## src/rtl/evt_cmp_channel.sv

```systemverilog
module evt_cmp_channel #(
  parameter int HW = 32
) (
  input  logic            clk,
  input  logic            rst_n,
  input  logic [2*HW-1:0] count_i,
  input  logic            glb_en_i,
  input  logic            cfg_we_i,
  input  logic [3:0]      cfg_wdata_i,
  input  logic            cmp_lo_we_i,
  input  logic            cmp_hi_we_i,
  input  logic [HW-1:0]   cmp_wdata_i,
  output logic            fire_o,
  output logic            clr_o,
  output logic [3:0]      cfg_o,
  output logic [2*HW-1:0] cmp_o,
  output logic [2*HW-1:0] per_o
);
  localparam int CW    = 2 * HW;
  localparam int B_EN  = 0;
  localparam int B_PER = 1;
  localparam int B_W32 = 2;
  localparam int B_SV  = 3;

  logic [3:0]    cfg_q, cfg_n;
  logic [CW-1:0] cmp_q, cmp_n, per_q, per_n, sum;
  logic          armed_q, armed_n, chase_q, chase_n, wrap_q, wrap_n;
  logic          eligible, reached, wrap_hit, arm;

  function automatic logic hit(input logic narrow, input logic [CW-1:0] c, input logic [CW-1:0] n);
    logic [CW-1:0] d;
    d = c - n;
    return narrow ? (d[HW-1] || d[HW-1:0] == '0) : (d[CW-1] || d == '0);
  endfunction

  assign eligible = armed_q && cfg_q[B_EN] && glb_en_i;
  assign reached  = hit(cfg_q[B_W32], cmp_q, count_i);
  assign wrap_hit = cfg_q[B_W32] && !cfg_q[B_PER] && (count_i[HW-1:0] == '1);
  assign sum      = cfg_q[B_W32] ? {{HW{1'b0}}, cmp_q[HW-1:0] + per_q[HW-1:0]} : cmp_q + per_q;

  assign fire_o = eligible && (wrap_q ? wrap_hit : (reached && !chase_q));
  assign clr_o  = cfg_we_i && cfg_q[B_EN] && !cfg_wdata_i[B_EN];
  assign cfg_o  = cfg_q;
  assign cmp_o  = cmp_q;
  assign per_o  = per_q;

  always_comb begin
    logic pm, sv, nw;
    cfg_n   = cfg_q;
    cmp_n   = cmp_q;
    per_n   = per_q;
    armed_n = armed_q;
    chase_n = chase_q;
    wrap_n  = wrap_q;
    arm     = 1'b0;

    if (!eligible) begin
      chase_n = 1'b0;
    end else if (wrap_q) begin
      if (wrap_hit) wrap_n = 1'b0;
    end else if (chase_q) begin
      if (reached) cmp_n = sum;
      else         chase_n = 1'b0;
    end else if (reached) begin
      if (cfg_q[B_PER] && per_q != '0) begin
        cmp_n   = sum;
        chase_n = 1'b1;
      end else begin
        armed_n = 1'b0;
      end
    end

    if (cfg_we_i) begin
      cfg_n = cfg_wdata_i;
      if (cfg_wdata_i[B_W32]) begin
        cmp_n[CW-1:HW] = '0;
        per_n[CW-1:HW] = '0;
      end
      if (cfg_wdata_i[B_EN] && !cfg_q[B_EN] && glb_en_i) arm = 1'b1;
      if (!cfg_wdata_i[B_EN] && cfg_q[B_EN]) begin
        armed_n = 1'b0;
        chase_n = 1'b0;
        wrap_n  = 1'b0;
      end
    end

    pm = cfg_n[B_PER];
    sv = cfg_n[B_SV];
    nw = cfg_n[B_W32];
    if (cmp_lo_we_i) begin
      if (!pm || sv) cmp_n[HW-1:0] = cmp_wdata_i;
      if (pm)        per_n[HW-1:0] = nw ? {1'b0, cmp_wdata_i[HW-2:0]} : cmp_wdata_i;
    end
    if (cmp_hi_we_i && !nw) begin
      if (!pm || sv) cmp_n[CW-1:HW] = cmp_wdata_i;
      if (pm)        per_n[CW-1:HW] = {1'b0, cmp_wdata_i[HW-2:0]};
    end
    if (cmp_lo_we_i || cmp_hi_we_i) begin
      cfg_n[B_SV] = 1'b0;
      if (glb_en_i) arm = 1'b1;
    end

    if (arm) begin
      armed_n = 1'b1;
      chase_n = 1'b0;
      wrap_n  = nw && !pm && !hit(nw, cmp_n, count_i) &&
                (cmp_n[HW-1:0] < count_i[HW-1:0]);
    end
  end

  always_ff @(posedge clk or negedge rst_n) begin
    if (!rst_n) begin
      cfg_q   <= '0;
      cmp_q   <= '1;
      per_q   <= '0;
      armed_q <= 1'b0;
      chase_q <= 1'b0;
      wrap_q  <= 1'b0;
    end else begin
      cfg_q   <= cfg_n;
      cmp_q   <= cmp_n;
      per_q   <= per_n;
      armed_q <= armed_n;
      chase_q <= chase_n;
      wrap_q  <= wrap_n;
    end
  end


  single_pulse_chk: assert property (@(posedge clk) disable iff (!rst_n)
    (fire_o && !wrap_q && !cfg_we_i && !cmp_lo_we_i && !cmp_hi_we_i) |=> !fire_o);


  disarm_chk: assert property (@(posedge clk) disable iff (!rst_n)
    (clr_o && !cmp_lo_we_i && !cmp_hi_we_i) |=> !fire_o);


  idle_hold_chk: assert property (@(posedge clk) disable iff (!rst_n)
    (!glb_en_i && !cfg_we_i && !cmp_lo_we_i && !cmp_hi_we_i) |=> ($stable(cmp_o) && $stable(per_o)));


  per_top_chk: assert property (@(posedge clk) disable iff (!rst_n) !per_o[CW-1]);


  narrow_upper_chk: assert property (@(posedge clk) disable iff (!rst_n)
    cfg_o[B_W32] |-> (cmp_o[CW-1:HW] == '0 && per_o[CW-1:HW] == '0));

endmodule

```

## config.mk

```make
export PLATFORM = sky130hd
export DESIGN_NAME = evt_cmp_channel
export DESIGN_NICKNAME = d
export VERILOG_FILES = /design/src/rtl/evt_cmp_channel.sv
export SDC_FILE = /design/constraint.sdc
export NUM_CORES = 1
export LEC_CHECK = 0
export BUFFER_PORTS_ARGS = -buffer_cell sky130_fd_sc_hd__buf_2
export CORE_ASPECT_RATIO = 1.75
export CORE_MARGIN = 5
export CORE_UTILIZATION = 50
export CTS_CLUSTER_DIAMETER = 40
export DETAILED_ROUTE_END_ITERATION = 8
export GPL_TIMING_DRIVEN = 0
export PLACE_DENSITY = 0.77
export SLEW_MARGIN = 20
export SYNTH_ARGS = -nofsm -noshare
export SYNTH_HDL_FRONTEND = slang
export SYNTH_SLANG_ARGS = --single-unit
```

## constraint.sdc

```tcl
create_clock -name clk -period 6.84 [get_ports clk]
set_input_delay 0.684 -clock clk [delete_from_list [all_inputs] [get_ports clk]]
set_output_delay 0.684 -clock clk [all_outputs]
set_load 0.02 [all_outputs]
```

==> qor.yml, run 1 <==
setup_path:
  cp-start-kind: "flop"
  worst_ep_required_time_ns: 7.16
  max_stage_delay_ns: 0.57
  crit_fanout: 10
  slowest_stage: "dfstp_2"
  critical_path_class: "reg -> reg"
  worstPathArrival_ns: 9.05
  crit_path_end_kind: "flop"
layout:
  post-route-util_pct: 59.7
  nNetsFinal: 2782
  layout-drive-gt1-share_pct: 21.5
  instances_no_fill: 2934
  areaGrowthSynthToFinish_pct: 17.6
global_routing:
  grt_pass1_vias: 19400
  grtUsageMet2_pct: 70.3
  grt_usage_pct: 40.7
  use_met1_pct: 40.8
  antenna_found_initial: 0
  grt_overflow_total: 0
  grt_first_pass_wirelength_um: 116000
  grt_use_met3_pct: 6.93
  grt_max_degree: 72
  busiest_layer: "met2"
detailed_routing:
  drtAntennaViolNets: 0
  drcViolationCount: 0
  vias: 19800
  first_iter_violations: 1761
  firstDrtPassIters: 6
  viasPerCell: 6.76
  wl_um: 79600
  routedWlPerCell_um: 27.1
sta:
  finalWorstSetupSlack_ns: -1.89
  skew_ns: 0.0121
  maxClockFrequency_mhz: 115
  finalSetupTns_ns: -1.89
  worstMarginPinSlew_ns: 1.17
  setup-violations-final: 1
  rsz0062_at_grt: "yes"
  timing.hold.ws_ns: 0.163
  hold_viol: 0
  maxSlewViolCount: 0
  post-route-min-period_ns: 8.73
  slew-limit-headroom_pct: 21.3
  period_share_pct: 128
synthesis:
  syn-num-nets: 2503
  ys_types: 100
  synthCells: 2236
  avgSynthCellArea_um2: 7.50
  syn_area_um2: 16800
  synth-edff-count: 0
  synth_ff_type: "dfrtp_1"
  yosys_warnings: 0
  async_flop_share_pct: 100
  ys_seq_area_share_pct: 20.6
  ys_ff_latch: 135
power_and_ir_drop:
  leakage_nw: 9.06
  ir_worst_vdd_v: 0.000187
  power_w: 0.00631
  power_density_nw_per_um2: 320
floorplan:
  start_util_pct: 50.8
  fp-row-count: 88
  io_pins: 240
  coreArea_um2: 33000
  dieHeight_um: 252
  die_w_um: 148
  dieArea_um2: 37400
clock_tree:
  path_clk_slew_ns: 0.07
  clock_latency_ns: 0.45
  cts.path.max_buffers: 2
  clock-sinks: 135
  htreeDepth: 4
  cts-buffers-inserted: 17
  cts_tree: "done"
  root_buffer: "clkbuf_16"
run_status:
  violations: "setup timing"
  outcome: "complete, but fails checks"
worst_hold_path:
  hp-class: "in -> async"
place:
  dp_hpwl_um: 65100
  io_buffers: 238
  dp_cells: 2880
  place_congestion: 1.06
flow_run:
  drv_cap: 0
[routing by layer]
layer	vias up	share of wire [%]
li1	8917	-
met4	0	12
met2	1124	47
met3	451	7.6
met5	-	0
met1	9351	33
[final timing paths]
path / start / slack, ns / cells after the start / end
max: cmp_o[0] / -1.89 / 34 / wrap_q
min: rst_n / 0.16 / 1 / per_o[52]
max reg2reg: cmp_o[0] / -1.89 / 34 / wrap_q
min reg2reg: cmp_o[63] / 0.56 / 1 / cmp_o[63]
max in group asynchronous: rst_n / 5.88 / 2 / cmp_o[35]
min in group clk: cmp_wdata_i[27] / 0.50 / 3 / cmp_o[59]
[cell usage after synthesis (all sizes together), types with 29 or more instances]
library cell    n  area, um^2
nor3           42         210
mux2           34         383
nor2          168         636
nand3          78         390
a21oi         227        1160
a211oi         33         263
a21o           53         399
buf            48         268
o21a           39         293
xnor2          58         508
nor4           44         282
xor2           34         298
ha            158        1980
o21bai         29         218
nand4          62         400
o21ai         197        1010
dfrtp          71        1780
inv           119         447
dfstp          64        1680
clkbuf         53         199
nand2         271        1020
mux2i          40         400
[final cells by class]
type	instances	area, um^2
flip-flops and latches	135	3460
diodes	1	2.50
clock buffers	18	429
plain buffers	99	485
repair buffers	262	1400
clock inverters	14	146
fillers	3126	13300
inverters	119	447
multi-input cells	1881	12800
well taps	405	507
[placed cells by master, fill, tap and decap left out, types with 14 or more instances in the layout]
master,count
ha_1,153
clkbuf_16,17
o21a_1,37
o211ai_1,16
a221oi_1,19
nand3_1,78
o21bai_1,28
dfstp_2,64
xor2_1,34
buf_4,23
nor2_1,164
dfrtp_1,71
mux2i_1,38
nor3_1,40
nand2_1,269
o31ai_1,19
a21oi_1,210
nand2b_1,16
xnor2_1,58
a21o_1,52
inv_1,117
and3_1,16
a211oi_1,26
mux2_2,34
a21oi_2,14
a31oi_1,15
o21ai_0,132
clkbuf_1,52
buf_2,275
o21ai_2,15
o21ai_1,48
nand4_1,60
nor4_1,37
[per-stage QoR]
step	area (um^2)	worst slack, ns
2_1_floorplan	16800	-0.436
3_3_place_gp	18500	-3.66
3_5_place_dp	18500	-3.57
4_1_cts	19500	-1.61
5_1_grt	19700	-1.99
6_report	19700	-1.89
[power by group]
group,switching (W),internal (W)
sequential,0.000330,0.00101
clock,0.000400,0.000540
combinational,0.00259,0.00143
total,0.00332,0.00298
[flip-flops by register name (all words and copies together), names as in the netlist]
signal / flops
cmp_o: 64
wrap_q: 1
cfg_o: 4
per_o: 64
chase_q: 1
armed_q: 1
[kinds of logic (layout without fill, tap and decap cells)]
kind of cell	Yosys count	in the layout	share of synthesized area (%)
other	0	1	0
flip-flops	135	135	20.6
adder cells (fa/ha/maj)	161	161	12.1
multiplexers	74	74	4.67
AO/OA/AOI/OAI	778	778	30.2
AND/OR/NAND/NOR	776	776	22.1
buffers and inverters	220	512	5.45
XOR/XNOR	92	92	4.81
[critical path: cells and delay by family, from the launching register on]
family          cells  cell delay (ns)
flops               1             0.57
mux                 1             0.23
simple gates        9             2.71
xor+xnor            1             0.15
compound gates     14             3.11
fa+ha+maj           3             1.00
buf+inv             6             0.82
[repair_timing]
action	in CTS	in global routing
pin swaps	18	22
hold buffers	0	0
endpoints found under the setup margin	1	1
setup buffers	11	12
gates resized for setup	54	37
(Power assumes the default switching activity.)
==> run 2, diff against run 1 <==
--- a/config.mk
+++ b/config.mk
@@ -5,14 +5,14 @@
 export SDC_FILE = /design/constraint.sdc
 export NUM_CORES = 1
 export LEC_CHECK = 0
-export BUFFER_PORTS_ARGS = -buffer_cell sky130_fd_sc_hd__buf_2
 export CORE_ASPECT_RATIO = 1.75
 export CORE_MARGIN = 5
 export CORE_UTILIZATION = 50
 export CTS_CLUSTER_DIAMETER = 40
 export DETAILED_ROUTE_END_ITERATION = 8
+export DONT_BUFFER_PORTS = 1
 export GPL_TIMING_DRIVEN = 0
-export PLACE_DENSITY = 0.77
+export PLACE_DENSITY = 0.71
 export SLEW_MARGIN = 20
 export SYNTH_ARGS = -nofsm -noshare
 export SYNTH_HDL_FRONTEND = slang
==> qor.yml, run 2 (synthesis results as in run 1) <==
run_status:
  outcome: "complete, but fails checks"
  violations: "setup timing"
setup_path:
  worst_ep_required_time_ns: 7.15
  cp_top_family: "simple AND/OR/NAND/NOR gates"
  crit_fanout: 6
  setup.worst_path.end: "wrap_q"
  cp-startpoint: "cmp_o[0]"
  cpMostUsedCell: "nor4_4"
  cp.buffers_inverters: 2
  worst_r2r_endpoint: "wrap_q"
  critical_path_class: "reg -> reg"
  cp-start-kind: "flop"
  max_stage_delay_ns: 0.66
  rr_startpoint: "cmp_o[0]"
  cp.depth: 31
  worstPathArrival_ns: 8.73
  reg2reg_depth: 31
  crit_path_end_kind: "flop"
  rrSetupSlack_ns: -1.58
  slowest_stage: "dfstp_2"
detailed_routing:
  wl_met3_um: 7060
  wl_um: 77000
  vias: 18600
  first_iter_violations: 1474
  routedWlPerCell_um: 28.7
  top_layer: "met5"
  drcViolationCount: 0
  firstDrtPassIters: 9
  drtAntennaViolNets: 0
  viasPerCell: 6.95
  wl_met2_um: 36200
  wl_met1_um: 25200
layout:
  fill_cells: 3175
  layout-drive-gt1-share_pct: 12.9
  fin_area_um2: 18300
  final_common_cell: "nand2_1"
  diodes: 0
  multi_input_area_um2: 12800
  post-route-util_pct: 55.5
  seq_area_um2: 3460
  areaGrowthSynthToFinish_pct: 9.36
  nNetsFinal: 2532
  mostFrequentLayoutCells: "nand2_1 (270), a21oi_1 (206), nor2_1 (165)"
sta:
  rsz0062_at_grt: "yes"
  finalSetupTns_ns: -1.58
  finalWorstSetupSlack_ns: -1.58
  worstMarginPinSlew_ns: 0.991
  hold_viol: 0
  slew-limit-headroom_pct: 33.4
  period_share_pct: 123
  setup-violations-final: 1
  timing.hold.ws_ns: 0.0997
  skew_ns: 0.0185
  post-route-min-period_ns: 8.42
  maxSlewViolCount: 0
  maxClockFrequency_mhz: 119
power_and_ir_drop:
  ir_worst_vdd_v: 0.000209
  power_w: 0.00602
  leakage_nw: 7.96
  power_density_nw_per_um2: 328
clock_tree:
  clock-sinks: 135
  cts-buffers-inserted: 17
  path_clk_slew_ns: 0.07
  clock_latency_ns: 0.45
  htreeDepth: 4
  root_buffer: "clkbuf_16"
  cts.path.max_buffers: 2
  cts_tree: "done"
global_routing:
  grt_pass1_vias: 18300
  grt_usage_pct: 39.3
  antenna_found_initial: 3
  grt_first_pass_wirelength_um: 112000
  grt_overflow_total: 0
  grt_max_degree: 72
floorplan:
  coreArea_um2: 33000
  dieArea_um2: 37400
  io_pins: 240
  die_w_um: 148
  fp-row-count: 88
  dieHeight_um: 252
  start_util_pct: 50.8
place:
  place_congestion: 1.06
  io_buffers: 0
  placed_cell_area_um2: 17300
  dp_hpwl_um: 62300
flow_run:
  drv_cap: 0
worst_hold_path:
  hp-class: "in -> async"
==> run 2: per-layer routing <==
layer  GRT usage (%)  up-vias
met4            33.4        6
met1            39.6     8758
met5               0        -
li1                -     8403
met3            10.6      393
met2            66.6     1076
==> run 2: area by class of cell <==
| type | count | share of cell area [%] |
|---|---|---|
| Tap cell | 405 | 2.76 |
| Clock inverter | 12 | 0.566 |
| Multi-Input combinational cell | 1881 | 69.8 |
| Sequential cell | 135 | 18.9 |
| Timing Repair Buffer | 10 | 0.519 |
| Inverter | 119 | 2.44 |
| Clock buffer | 19 | 2.42 |
| Buffer | 101 | 2.61 |
==> run 2: worst min path at each step <==
stage	from	to	depth (start not counted)
final	rst_n	cmp_o[55]	0
after global routing	rst_n	cmp_o[55]	0
after CTS	rst_n	cmp_o[55]	0
after detailed placement	rst_n	per_o[50]	0
after global placement	rst_n	per_o[50]	0
after floorplan	rst_n	armed_q	0
==> run 2: what timing repair did <==
item / in CTS / in global routing
setup buffers: 8 / 1
endpoints found under the hold margin: 71 / 0
gates resized for setup: 59 / 24
setup endpoints to repair: 1 / 1
hold buffers: 1 / 0
pin swaps: 16 / 12
==> run 2: metrics by stage <==
| stage | std cells | worst slack [ns] |
|---|---|---|
| floorplan | 2236 | -0.436 |
| global placement | 2641 | -2.94 |
| detailed placement | 2641 | -2.96 |
| CTS | 2681 | -1.55 |
| global route | 2682 | -1.81 |
| finish | 2682 | -1.58 |
==> run 2: power breakdown <==
| part | internal [W] | leakage (nW) | switching [W] |
|---|---|---|---|
| registers | 0.00101 | 1.56 | 0.000547 |
| logic | 0.00131 | 6.14 | 0.00226 |
| clock network | 0.000506 | 0.265 | 0.000391 |
==> run 2: worst reg2reg max path, delay by kind of cell (launching register included) <==
family	cells	cell delay (ns)
compound gates	15	3.07
flops	1	0.66
xor+xnor	1	0.14
simple gates	10	3.28
fa+ha+maj	3	0.91
buf+inv	2	0.25
